[src/rtl/regcmd_pkg.sv]
package regcmd_pkg;
    localparam int BYTE_W        = 8;
    localparam int PAYLOAD_BYTES = 4;
    localparam int PAYLOAD_W     = PAYLOAD_BYTES * BYTE_W;
    localparam int REPLY_BYTES   = 8;
    localparam int REPLY_W       = REPLY_BYTES * BYTE_W;
    localparam int CNT_W         = $clog2(PAYLOAD_BYTES + 1);
    localparam int LEFT_W        = $clog2(REPLY_BYTES + 1);
    localparam logic [BYTE_W-1:0] ACK_BYTE = 8'h02;

    typedef enum logic [1:0] {KIND_NONE, KIND_CFG, KIND_QRY} reg_kind_e;

    typedef struct packed {
        reg_kind_e        kind;
        logic [CNT_W-1:0] nbytes;
    } reg_spec_t;

    typedef struct packed {
        reg_kind_e              kind;
        logic [BYTE_W-1:0]      addr;
        logic [PAYLOAD_W-1:0]   payload;
    } cmd_t;

    // Register set: kind and number of data bytes per address.
    function automatic reg_spec_t lookup_reg(input logic [BYTE_W-1:0] a);
        reg_spec_t s;
        s.kind   = KIND_NONE;
        s.nbytes = '0;
        case (a)
            8'h10: begin s.kind = KIND_CFG; s.nbytes = CNT_W'(1); end
            8'h11: begin s.kind = KIND_CFG; s.nbytes = CNT_W'(2); end
            8'h12: begin s.kind = KIND_CFG; s.nbytes = CNT_W'(4); end
            8'h20: begin s.kind = KIND_QRY; s.nbytes = CNT_W'(1); end
            8'h21: begin s.kind = KIND_QRY; s.nbytes = CNT_W'(0); end
            default: ;
        endcase
        return s;
    endfunction

    // Keep the n low-order bytes, zero the rest.
    function automatic logic [REPLY_W-1:0] mask_reply(input logic [REPLY_W-1:0] d,
                                                       input logic [LEFT_W-1:0] n);
        logic [REPLY_W-1:0] r;
        r = '0;
        for (int i = 0; i < REPLY_BYTES; i++) begin
            if (i < int'(n)) r[i*BYTE_W +: BYTE_W] = d[i*BYTE_W +: BYTE_W];
        end
        return r;
    endfunction
endpackage

[src/rtl/regcmd_parser.sv]
module regcmd_parser
    import regcmd_pkg::*;
#(
    parameter int TIMEOUT_CYCLES = 1000
) (
    input  logic              clk,
    input  logic              rst,
    input  logic              rx_valid,
    input  logic [BYTE_W-1:0] rx_data,
    input  logic              reply_done,
    output logic              cmd_fire,
    output cmd_t              cmd
);
    localparam int TMR_W = $clog2(TIMEOUT_CYCLES + 1);
    localparam logic [TMR_W-1:0] TMR_LAST = TMR_W'(TIMEOUT_CYCLES - 1);

    typedef enum logic [1:0] {P_IDLE, P_COLLECT, P_BUSY} pstate_e;

    pstate_e          state;
    reg_spec_t        spec;
    logic [CNT_W-1:0] need;
    logic [CNT_W-1:0] got;
    logic [TMR_W-1:0] idle_tmr;

    assign spec = lookup_reg(rx_data);

    always_ff @(posedge clk) begin
        if (rst) begin
            state    <= P_IDLE;
            cmd_fire <= 1'b0;
            cmd      <= '0;
            need     <= '0;
            got      <= '0;
            idle_tmr <= '0;
        end else begin
            cmd_fire <= 1'b0;
            case (state)
                P_IDLE: begin
                    if (rx_valid && spec.kind != KIND_NONE) begin
                        cmd.kind    <= spec.kind;
                        cmd.addr    <= rx_data;
                        cmd.payload <= '0;
                        need        <= spec.nbytes;
                        got         <= '0;
                        idle_tmr    <= '0;
                        if (spec.nbytes == '0) begin
                            cmd_fire <= 1'b1;
                            state    <= P_BUSY;
                        end else begin
                            state    <= P_COLLECT;
                        end
                    end
                end
                P_COLLECT: begin
                    if (rx_valid) begin
                        cmd.payload <= {cmd.payload[PAYLOAD_W-BYTE_W-1:0], rx_data};
                        got         <= got + CNT_W'(1);
                        idle_tmr    <= '0;
                        if (got + CNT_W'(1) == need) begin
                            cmd_fire <= 1'b1;
                            state    <= P_BUSY;
                        end
                    end else if (idle_tmr == TMR_LAST) begin
                        state <= P_IDLE;
                    end else begin
                        idle_tmr <= idle_tmr + TMR_W'(1);
                    end
                end
                default: begin
                    if (reply_done) state <= P_IDLE;
                end
            endcase
        end
    end

    // an expired idle window returns the parser to idle
    assert_timeout_idle_R9: assert property (@(posedge clk) disable iff (rst)
        (state == P_COLLECT && !rx_valid && idle_tmr == TMR_LAST) |=> (state == P_IDLE));

    // an unknown address leaves the parser idle and fires nothing
    assert_unknown_dropped_R7: assert property (@(posedge clk) disable iff (rst)
        (state == P_IDLE && rx_valid && spec.kind == KIND_NONE) |=> (state == P_IDLE && !cmd_fire));
endmodule

[src/rtl/regcmd_reply.sv]
module regcmd_reply
    import regcmd_pkg::*;
(
    input  logic              clk,
    input  logic              rst,
    input  logic              cmd_fire,
    input  reg_kind_e         kind,
    input  logic [REPLY_W-1:0] qry_data,
    input  logic [LEFT_W-1:0] qry_len,
    input  logic              tx_ready,
    output logic              tx_valid,
    output logic [BYTE_W-1:0] tx_data,
    output logic              reply_done
);
    logic [REPLY_W-1:0] shreg;
    logic [LEFT_W-1:0]  left;
    logic               take;

    assign tx_valid   = (left != '0);
    assign tx_data    = shreg[REPLY_W-1 -: BYTE_W];
    assign take       = tx_valid && tx_ready;
    assign reply_done = take && (left == LEFT_W'(1));

    always_ff @(posedge clk) begin
        if (rst) begin
            shreg <= '0;
            left  <= '0;
        end else if (cmd_fire) begin
            if (kind == KIND_CFG) begin
                shreg <= {ACK_BYTE, {(REPLY_W-BYTE_W){1'b0}}};
                left  <= LEFT_W'(1);
            end else begin
                shreg <= mask_reply(qry_data, qry_len);
                left  <= LEFT_W'(REPLY_BYTES);
            end
        end else if (take) begin
            shreg <= {shreg[REPLY_W-BYTE_W-1:0], {BYTE_W{1'b0}}};
            left  <= left - LEFT_W'(1);
        end
    end

    // offered byte holds under back-pressure
    assert_tx_hold_R10: assert property (@(posedge clk) disable iff (rst)
        (tx_valid && !tx_ready) |=> (tx_valid && $stable(tx_data)));

    // a configuration write loads the acknowledge byte
    assert_ack_byte_R4: assert property (@(posedge clk) disable iff (rst)
        (cmd_fire && kind == KIND_CFG) |=> (tx_valid && tx_data == ACK_BYTE));

    // the transmit line goes quiet after the last reply byte
    assert_reply_ends_R5: assert property (@(posedge clk) disable iff (rst)
        reply_done |=> !tx_valid);

    // never more than eight bytes outstanding
    assert_reply_len_R5: assert property (@(posedge clk) disable iff (rst)
        left <= LEFT_W'(REPLY_BYTES));
endmodule

[src/rtl/regcmd_responder.sv]
module regcmd_responder
    import regcmd_pkg::*;
#(
    parameter int TIMEOUT_CYCLES = 1000
) (
    input  logic        clk,
    input  logic        rst,
    input  logic        rx_valid,
    input  logic [7:0]  rx_data,
    output logic        tx_valid,
    output logic [7:0]  tx_data,
    input  logic        tx_ready,
    output logic        wr_strobe,
    output logic [7:0]  wr_addr,
    output logic [31:0] wr_data,
    output logic        qry_req,
    output logic [7:0]  qry_addr,
    output logic [31:0] qry_arg,
    input  logic [63:0] qry_data,
    input  logic [3:0]  qry_len
);
    cmd_t cmd;
    logic cmd_fire;
    logic reply_done;

    regcmd_parser #(.TIMEOUT_CYCLES(TIMEOUT_CYCLES)) u_parser (
        .clk        (clk),
        .rst        (rst),
        .rx_valid   (rx_valid),
        .rx_data    (rx_data),
        .reply_done (reply_done),
        .cmd_fire   (cmd_fire),
        .cmd        (cmd)
    );

    regcmd_reply u_reply (
        .clk        (clk),
        .rst        (rst),
        .cmd_fire   (cmd_fire),
        .kind       (cmd.kind),
        .qry_data   (qry_data),
        .qry_len    (qry_len),
        .tx_ready   (tx_ready),
        .tx_valid   (tx_valid),
        .tx_data    (tx_data),
        .reply_done (reply_done)
    );

    assign wr_strobe = cmd_fire && (cmd.kind == KIND_CFG);
    assign wr_addr   = cmd.addr;
    assign wr_data   = cmd.payload;
    assign qry_req   = cmd_fire && (cmd.kind == KIND_QRY);
    assign qry_addr  = cmd.addr;
    assign qry_arg   = cmd.payload;

    // write strobe lasts one cycle
    assert_wr_pulse_R3: assert property (@(posedge clk) disable iff (rst)
        wr_strobe |=> !wr_strobe);

    // no command executes while a reply is pending
    assert_no_exec_in_reply_R8: assert property (@(posedge clk) disable iff (rst)
        tx_valid |-> !(wr_strobe || qry_req));
endmodule

[config.mk]
export PLATFORM = sky130hd
export DESIGN_NAME = regcmd_responder
export DESIGN_NICKNAME = d
export VERILOG_FILES = /design/src/rtl/regcmd_pkg.sv /design/src/rtl/regcmd_parser.sv /design/src/rtl/regcmd_reply.sv /design/src/rtl/regcmd_responder.sv
export SDC_FILE = /design/constraint.sdc
export NUM_CORES = 1
export LEC_CHECK = 0
export CELL_PAD_IN_SITES_DETAIL_PLACEMENT = 2
export CELL_PAD_IN_SITES_GLOBAL_PLACEMENT = 2
export CORE_ASPECT_RATIO = 1.25
export CORE_MARGIN = 1.5
export CORE_UTILIZATION = 28
export CTS_BUF_LIST = sky130_fd_sc_hd__clkbuf_4 sky130_fd_sc_hd__clkbuf_8 sky130_fd_sc_hd__clkbuf_16
export CTS_CLUSTER_SIZE = 10
export DETAILED_ROUTE_END_ITERATION = 8
export GPL_TIMING_DRIVEN = 0
export PLACE_DENSITY = 0.78
export RECOVER_POWER = 100
export SYNTH_ARGS = -nofsm -noshare
export SYNTH_HDL_FRONTEND = slang
export SYNTH_SLANG_ARGS = --single-unit
[constraint.sdc]
create_clock -name clk -period 2.03 [get_ports clk]
set_input_delay 0.203 -clock clk [delete_from_list [all_inputs] [get_ports clk]]
set_output_delay 0.203 -clock clk [all_outputs]
set_load 0.005 [all_outputs]
Word-level counts from Yosys, hierarchy flattened. Index checks and enable logic that the tools add are counted.

Bits of input ports: 80. Word-level logic and storage cells: 90. Bits in registers: 129. Memories: 0. Latch bits: 0. Memory bits (writable): 0. Memory bits (read-only): 0.

Add/sub/neg operators: 3. Shifts and indexed selects: 0. Eq/ne operators: 16. Reductions and logical operators: 16. Muxes and demuxes: 37. $mul: 0. Div/mod/pow operators: 0. Bitwise gates (word level): 0. Order comparisons: 8.

Operator list (count): two-way mux 64 bit (3); two-way mux 32 bit (2); two-way mux 8 bit (8); case mux 32 bit (2 select lines) (1); two-way mux 10 bit (3); case mux 5 bit (5 select lines) (1); == test 8 x 5 -> 1 bit (second input constant) (3); case mux 10 bit (2 select lines) (1); == test 8 x 6 -> 1 bit (second input constant) (2); less-than comparator 3 x 4 -> 1 bit (first input constant) (4); two-way mux 2 bit (6); two-way mux 4 bit (3); adder 10 x 1 -> 10 bit (second input constant) (1); == test 10 bit (second input constant) (1); less-than comparator 1 x 4 -> 1 bit (first input constant) (2); less-than comparator 2 x 4 -> 1 bit (first input constant) (2); two-way mux 3 bit (2); != test 3 x 2 -> 1 bit (second input constant) (2); case mux 3 bit (2 select lines) (1); AND reduction 3 bit (2); nonzero test 2 bit (3); logical AND 1 bit (5); == test 2 x 1 -> 1 bit (second input constant) (2); == test 4 x 1 -> 1 bit (second input constant) (1); other kinds (16) (19).

Longest topological paths before layout. Gate-level depths: netlist (run 1).

Word-level depth: 6. Depth in mapped cells: 9. Mapped depth without buffers: 7.

Hierarchy. A second synthesis (run 1) with hierarchy kept.

Cell total of the unflattened synthesis: 698. Area total of the unflattened synthesis: 6153.4 um^2.

By module, submodules not included: regcmd_reply (cells each 361, area an instance 3296.9 um^2, times used 1); regcmd_parser (cells each 295, area an instance 2538.7 um^2, times used 1); regcmd_responder (cells each 42, area an instance 317.8 um^2, times used 1).

Worst setup path before layout (run 1). OpenSTA, ideal clock, no wires.

Path type: reg-to-reg. Start point: reg u_reply.left[0]. End point: reg u_reply.shreg[0]. Arrival time: 1865 ps. Required time: 1964 ps. Buffers on the path: 2. Slack: 99 ps. Cell stages (with the launch flop): 10. Period minus slack after synthesis: 1931 ps. Path through: dfxtp_1 -> inv_1 -> ha_1 -> or3b_1 -> and2_1 -> clkbuf_1 -> nor2_2 -> buf_2 -> a22oi_1 -> nor2_1.

Cells in the longest elaborated chain, start to end: 3.

RTL lines: start: declaration (RTL line regcmd_reply.sv:16) `logic [LEFT_W-1:0] left;`; start signal: assignment (RTL line regcmd_reply.sv:34) `left <= LEFT_W'(REPLY_BYTES);`; start signal: assignment (RTL line regcmd_reply.sv:38) `left <= left - LEFT_W'(1);`; nonzero test 4 bit (RTL line regcmd_reply.sv:19) `assign tx_valid = (left != '0);`; net tx_valid (RTL line regcmd_responder.sv:10) `output logic tx_valid,`; logical AND 1 bit (RTL line regcmd_reply.sv:21) `assign take = tx_valid && tx_ready;`; nonzero test 2 bit (no line); end signal: assignment (RTL line regcmd_reply.sv:30) `shreg <= {ACK_BYTE, {(REPLY_W-BYTE_W){1'b0}}};`; end signal: assignment (RTL line regcmd_reply.sv:33) `shreg <= mask_reply(qry_data, qry_len);`; end signal: assignment (RTL line regcmd_reply.sv:37) `shreg <= {shreg[REPLY_W-BYTE_W-1:0], {BYTE_W{1'b0}}};`; end: declaration (RTL line regcmd_reply.sv:15) `logic [REPLY_W-1:0] shreg;`.

The timed path passes the listed nets, and every way through them passes these cells. A chain may end at the register's enable or synchronous reset.

Final worst setup path (run 1).
Start point: in rx_data[3]. End point: reg u_parser.cmd[41] (netlist name).

Cells in the longest elaborated chain, start to end: 5. Elaborated cells between the ends (all ways): 9. Classes of those cells: eq/ne: 5; mux: 1; reduce/logical: 3.

RTL lines: start: declaration (RTL line regcmd_responder.sv:9) `input logic [7:0] rx_data,`; == test 8 x 6 -> 1 bit / == test 8 x 5 -> 1 bit (equally long branches) (RTL line regcmd_pkg.sv:29) `case (a)`; case mux 5 bit (5 select lines) (*) (RTL line regcmd_pkg.sv:29); nonzero test 2 bit (RTL line regcmd_parser.sv:39) `if (rx_valid && spec.kind != KIND_NONE) begin`; logical AND 1 bit (RTL line regcmd_parser.sv:39); AND reduction 2 bit (no line).

Every way passes the cells marked *; elsewhere a longest branch is shown, timed or not.

==> qor.yml, run 1 <==
timing:
  min_period_ps: 1960
  drv_slew: 0
  setup_viol: 0
  fin_tns_setup_ps: 0
  final_hold_viol_count: 0
  relSlewSlack: 0.565
  worst_pin_slew_ps: 653
  skew_ps: 8.53
  fmax_mhz: 511
  finalCritPeriodShare: 0.964
grt:
  grt_usage: 0.203
  grt_pass1_vias: 6323
  grt_overflow: 0
  grt_start_max_net_pins: 17
  grt_pass1_wl_um: 35100
  antenna_found_initial: 0
clock_network:
  cts_max_level: 4
  clk_pin_slew_ps: 60
  cts_buffer_depth: 2
  tritoncts: "done"
  worstSkewPairLatency_ps: 420
  clock_sinks: 129
  numCtsBuffers: 17
  ctsHoldBuffers: 0
  clock-root-buffer: "clkbuf_16"
synth:
  async_reset_ff_frac: 0
  synth_top_area_frac: 0.435
  ys_top_cells_by_count: "dfxtp_1 (129), nor2_1 (93), buf_4 (88)"
  ys_seq_area_frac: 0.435
  yosys_register_bits: 129
  syn_nets: 774
  synth-compound-area-share: 0.219
  yosys.area_share.adder: 0.0105
  yosys.area_share.xor_xnor: 0.0103
  synth_mux_area_frac: 0.00337
  avgSynthCellArea_sq_um: 8.62
  synth_top_family_by_area: "compound AO/OA/AOI/OAI gates"
  synthDistinctLibCells: 56
  synth-main-ff-cell: "dfxtp_1"
  synth_area_leaders: "dfxtp_1 (43%), buf_4 (11%), nor2_1 (5.9%)"
  yosys.area_share.simple: 0.179
  syn_inst: 689
  yosysTopAreaCell: "dfxtp_1"
  yosysMostFrequentCell: "dfxtp_1"
  ys.warnings.count: 0
  synth_edf_count: 0
  synth_area_sq_um: 5940
place:
  place.detailed.hpwl_um: 16400
  place_congestion: 0.774
  dp_cells: 1131
  place_area_sq_um: 7960
  portBuffers: 168
setup_path:
  crit_required_ps: 2370
  cp_slowest_cell: "or4_4"
  critPathCaptureType: "register"
  crit_chain: "clkdlybuf4s50_1 > or4_4 > nor2_8 > nand3b_4 > or4_4 > a21oi_1"
  startpoint_type: "input pin"
  max_stage_delay_ps: 610
  cp_max_fo: 10
  worst-endpoint-arrival_ps: 2290
  cp_common_cell: "or4_4"
  crit_type: "input pin to register"
  rr_worst_depth: 6
hold_path:
  holdPathStages: 3
  hold_path_class: "input pin to register"
power_and_ir_drop:
  p_seq_frac: 0.361
  p_comb_frac: 0.303
  p_clk_frac: 0.336
  p_sw_w: 0.00302
  power.density_nw_per_um2: 1050
  p_int_w: 0.00619
  vdd.ir_drop.worst_mv: 0.618
  cellLeakagePower_nw: 3.67
  switching_share: 0.328
  p_total_w: 0.00921
drt:
  dr.pass1.iters: 5
  detail_route.wl_per_cell_um: 18.9
  dr.first_iter.drc_count: 207
  vias_per_cell: 4.92
  route.vias.total: 5736
  wirelength_um: 22100
  drcViolationCount: 0
  antenna_left: 0
final_layout:
  drive_above_1_share: 0.200
  instances_no_fill: 1167
  antenna_cells: 0
  finalInstanceArea_sq_um: 8770
  nets: 965
  area_delta_synth_final_pct: 47.6
floorplanning:
  io_pins: 171
  start_util: 0.285
  die_w_um: 133
  coreArea_sq_um: 20800
  core.rowCount: 59
  die_h_um: 166
  die-area_sq_um: 22100
status:
  status: "finished, final reports clean"
run:
  maxCapViolations: 0
-- power by group through the flow --
stage	registers, W	clock network (W)	logic [W]
5_1_grt	0.00340	0.00326	0.00308
4_1_cts	0.00333	0.00315	0.00279
2_1_floorplan	0.00327	0	0.00162
6_report	0.00333	0.00309	0.00279
3_5_place_dp	0.00336	0	0.00253
3_3_place_gp	0.00334	0	0.00245
-- metal layers --
| metal | up-vias | part of all wire | track usage |
|---|---|---|---|
| li1 | 2732 | - | - |
| met1 | 2832 | 0.37 | 0.205 |
| met2 | 146 | 0.56 | 0.404 |
| met5 | - | 0 | 0 |
| met3 | 26 | 0.051 | 0.0546 |
| met4 | 0 | 0.014 | 0.0482 |
-- cells in the final DEF (no fill, tap or decap), drive strengths merged, types with 3 or more instances in the layout --
master	n
xor2	3
nand2b	4
ha	5
nor3	26
a21oi	28
a211oi	34
nand2	62
a22o	33
a21boi	3
clkbuf	66
dlygate4sd2	3
buf	87
nor2	95
clkdlybuf4s50	94
a221oi	8
nand4	3
a2bb2oi	15
or3	3
nor3b	6
clkinv	6
a22oi	8
dfxtp	129
clkinvlp	3
dlygate4sd3	71
xnor2	4
or4b	3
o21ai	42
o31ai	3
inv	8
or4	5
-- area by class of cell --
type | count | area (sq um)
plain buffers | 128 | 897
clock buffers | 20 | 460
clock inverters | 12 | 133
fillers | 2293 | 12000
inverters | 7 | 31.3
multi-input cells | 424 | 2610
flip-flops and latches | 129 | 2580
well taps | 274 | 343
repair buffers | 173 | 1720
-- flip-flops by register name, summed over array words and instances (netlist names) --
| register | count |
|---|---|
| u_parser.need | 3 |
| u_parser.state | 2 |
| u_parser.got | 3 |
| u_parser.cmd | 42 |
| u_parser.cmd_fire | 1 |
| u_reply.left | 4 |
| u_reply.shreg | 64 |
| u_parser.idle_tmr | 10 |
-- cell families (layout without fill, tap and decap cells) --
family          after synthesis  count (layout)
flops                       129             129
xor+xnor                      7               7
mux                           2               2
buf+inv                     136             340
compound gates              185             185
simple gates                225             225
fa+ha+maj                     5               5
-- path summary, 6_finish.rpt --
| path | startpoint | end | slack (ps) |
|---|---|---|---|
| worst max-delay path | rx_data[3] | u_parser.cmd[41]$_SDFFE_PP0P_ | 70 |
| worst min-delay path | qry_data[20] | u_reply.shreg[20]$_SDFFE_PP0P_ | 340 |
| worst max register to register | u_parser.idle_tmr[0]$_SDFFE_PP0P_ | u_parser.idle_tmr[9]$_SDFFE_PP0P_ | 70 |
| worst min register to register | u_parser.need[1]$_SDFFE_PP0P_ | u_parser.need[1]$_SDFFE_PP0P_ | 480 |
-- repair_timing --
| action | in CTS | in global routing |
|---|---|---|
| gates resized for setup | 50 | 30 |
| setup endpoints to repair | 106 | 96 |
| endpoints found under the hold margin | 0 | 0 |
| buffers inserted | 2 | 3 |
| pin swaps | 6 | 3 |
| cloned | 0 | 0 |
-- critical path: cells and delay by family --
family	cells	cell delay, ps
AND/OR/NAND/NOR	4	1470
buffers and inverters	1	450
AO/OA/AOI/OAI	1	160
-- through the flow --
| step | hold slack, ps | setup slack, ps | util |
|---|---|---|---|
| after global placement | 447 | -619 | 0.383 |
| after floorplan | 336 | 98.8 | - |
| after CTS | 328 | 5.30 | 0.418 |
| final | 336 | 72.3 | 0.421 |
| after detailed placement | 462 | -720 | 0.383 |
| after global routing | 348 | -3.08 | 0.421 |
Power figures use the tool's default switching activity.
==> run 2: changes to the inputs <==
- SKIP_LAST_GASP: not set -> 1
==> run 2 against run 1 <==
Cell count unchanged. Routed wire length is essentially flat. Clock skew down 0.59 ps. Clock-buffer cell count is the same. Combinational power is essentially flat. First-iteration DRC count grew 8.7%. Core utilization about the same. Via count hardly changed. Non-clock buffer count unchanged. Critical path type unchanged.
==> qor.yml, run 2 (synthesized netlist as in run 1, its figures left out) <==
drt:
  route.vias.total: 5732  # -0.070%
  detail_route.wl_per_cell_um: 18.9  # about the same
  dr.pass1.iters: 4  # -1
  dr.first_iter.drc_count: 225  # +8.7%
  antenna_left: 0  # unchanged
  drcViolationCount: 0  # unchanged
  vias_per_cell: 4.91  # about the same
  wirelength_um: 22100  # about the same
setup_path:
  r2r-start: "u_parser.idle_tmr[0]$_SDFFE_PP0P_"
  worst-endpoint-arrival_ps: 2290  # about the same
  rr_worst_depth: 6  # unchanged
  crit_required_ps: 2370  # about the same
  rr_endpoint: "u_parser.idle_tmr[9]$_SDFFE_PP0P_"
  startpoint_type: "input pin"
  critPathCaptureType: "register"
  crit_type: "input pin to register"
  timing.reg2reg.setup_slack_ps: 70  # about the same
  cp_max_fo: 10  # unchanged
final_layout:
  top_register: "u_reply.shreg"
  antenna_cells: 0  # unchanged
  most-common-layout-cells: "dfxtp_1 (128), clkdlybuf4s50_1 (94), nor2_1 (90)"
  fill_cells: 2301  # +0.35%
  finalInstanceArea_sq_um: 8760  # about the same
  largest_reg_flops: 64  # unchanged
  drive_above_1_share: 0.197  # -0.00336
  nets: 965  # unchanged
  multiInputGateArea_sq_um: 2590  # -0.48%
  reg_top3: "u_reply.shreg x64, u_parser.cmd x42, u_parser.idle_tmr x10"
  layout_commonest_cell: "dfxtp_1"
  area_delta_synth_final_pct: 47.6  # about the same
  register_area_sq_um: 2580  # unchanged
timing:
  fmax_mhz: 511  # +0.12%
  relSlewSlack: 0.563  # -0.00137
  timing.final.ws_setup_ps: 74.6  # +2.26 ps
  final_hold_viol_count: 0  # unchanged
  drv_slew: 0  # unchanged
  worst_pin_slew_ps: 655  # +2.06 ps
  skew_ps: 7.94  # -0.590 ps
  finalCritPeriodShare: 0.963  # -0.00111
  fin_tns_setup_ps: 0  # unchanged
  min_period_ps: 1960  # -2.26 ps
  setup_viol: 0  # unchanged
power_and_ir_drop:
  power.density_nw_per_um2: 1050  # +0.18%
  vdd.ir_drop.worst_mv: 0.621  # +0.33%
  cellLeakagePower_nw: 3.66  # -0.12%
  p_total_w: 0.00922  # +0.13%
floorplanning:
  start_util: 0.285  # unchanged
  coreArea_sq_um: 20800  # unchanged
  die_w_um: 133  # unchanged
  core.rowCount: 59  # unchanged
  die_h_um: 166  # unchanged
  io_pins: 171  # unchanged
  die-area_sq_um: 22100  # unchanged
grt:
  grt_pass1_wl_um: 35100  # about the same
  use_met3: 0.0549  # +0.000305
  grt_pass1_vias: 6322  # -0.016%
  use_met1: 0.204  # -0.000379
  grt_start_max_net_pins: 17  # unchanged
  antenna_found_initial: 0  # unchanged
  grt_usage: 0.203  # about the same
  met2_usage: 0.404  # unchanged
  grt_busiest_layer: "met2"
  grt_overflow: 0  # unchanged
run:
  maxCapViolations: 0  # unchanged
hold_path:
  hold_start: "qry_data[20]"
  holdPathStages: 3  # unchanged
  hold_end: "u_reply.shreg[20]$_SDFFE_PP0P_"
  hold_path_class: "input pin to register"
clock_network:
  worstSkewPairLatency_ps: 420  # about the same
  clock-root-buffer: "clkbuf_16"
  cts_buffer_depth: 2  # unchanged
  tritoncts: "done"
  ctsHoldBuffers: 0  # unchanged
  clock_sinks: 129  # unchanged
  clk_pin_slew_ps: 60  # about the same
  cts_max_level: 4  # unchanged
  numCtsBuffers: 17  # unchanged
status:
  status: "finished, final reports clean"
place:
  place_congestion: 0.774  # unchanged
  portBuffers: 168  # unchanged
  place.detailed.hpwl_um: 16400  # unchanged
  pre_cts_slack_ps: -720  # unchanged
  place_area_sq_um: 7960  # unchanged
## run 2: worst max-delay path by stage
stage                                        end                         startpoint  slack, ps
5_1_grt        u_parser.idle_tmr[9]$_SDFFE_PP0P_  u_parser.idle_tmr[0]$_SDFFE_PP0P_         -3
2_1_floorplan      u_reply.shreg[0]$_SDFFE_PP0P_       u_reply.left[0]$_SDFFE_PP0P_        100
3_5_place_dp   u_parser.idle_tmr[6]$_SDFFE_PP0P_                         rx_data[4]       -720
4_1_cts           u_reply.shreg[31]$_SDFFE_PP0P_       u_reply.left[0]$_SDFFE_PP0P_        -50
6_report           u_parser.cmd[41]$_SDFFE_PP0P_                         rx_data[3]         70
3_3_place_gp   u_parser.idle_tmr[6]$_SDFFE_PP0P_                         rx_data[4]       -620
## run 2: final cells by class
type                       count  share of cell area
tap                          274              0.0391
multi-input combinational    424               0.296
clock inverter                12              0.0151
clock buffer                  20              0.0525
timing repair buffer         173               0.196
buffer                       128               0.103
sequential                   129               0.295
inverter                       7             0.00357
## run 2: critical path, stage by stage
cell and delay [ps]:
clkdlybuf4s50_1 450, or4_4 610, nor2_8 170, nand3b_4 170, or4_4 530, a21oi_1 150
## run 2: metrics by stage
stage / util / hold slack, ps / cells
6_report: 0.421 / 335 / 1167
5_1_grt: 0.421 / 348 / 1167
4_1_cts: 0.417 / 328 / 1164
3_5_place_dp: 0.383 / 462 / 1131
3_3_place_gp: 0.383 / 447 / 1131
2_1_floorplan: - / 336 / 689
## run 2: routing by layer
layer  routed length [um]  part of all wire
met2                12400              0.56
met4                  307             0.014
met1                 8230              0.37
met3                 1140             0.052
met5                    0                 0
## run 2: power breakdown
| group | switching, W | internal, W | leakage [nW] |
|---|---|---|---|
| clock network | 0.00121 | 0.00189 | 0.286 |
| registers | 0.000291 | 0.00304 | 1.05 |
| logic | 0.00153 | 0.00127 | 2.33 |
## run 2: timing repair
item | 4_1_cts | 5_1_grt
pin swaps | 5 | 5
setup endpoints to repair | 106 | 105
buffers inserted | 2 | 3
hold endpoints to repair | 0 | 0
gates resized for setup | 48 | 31
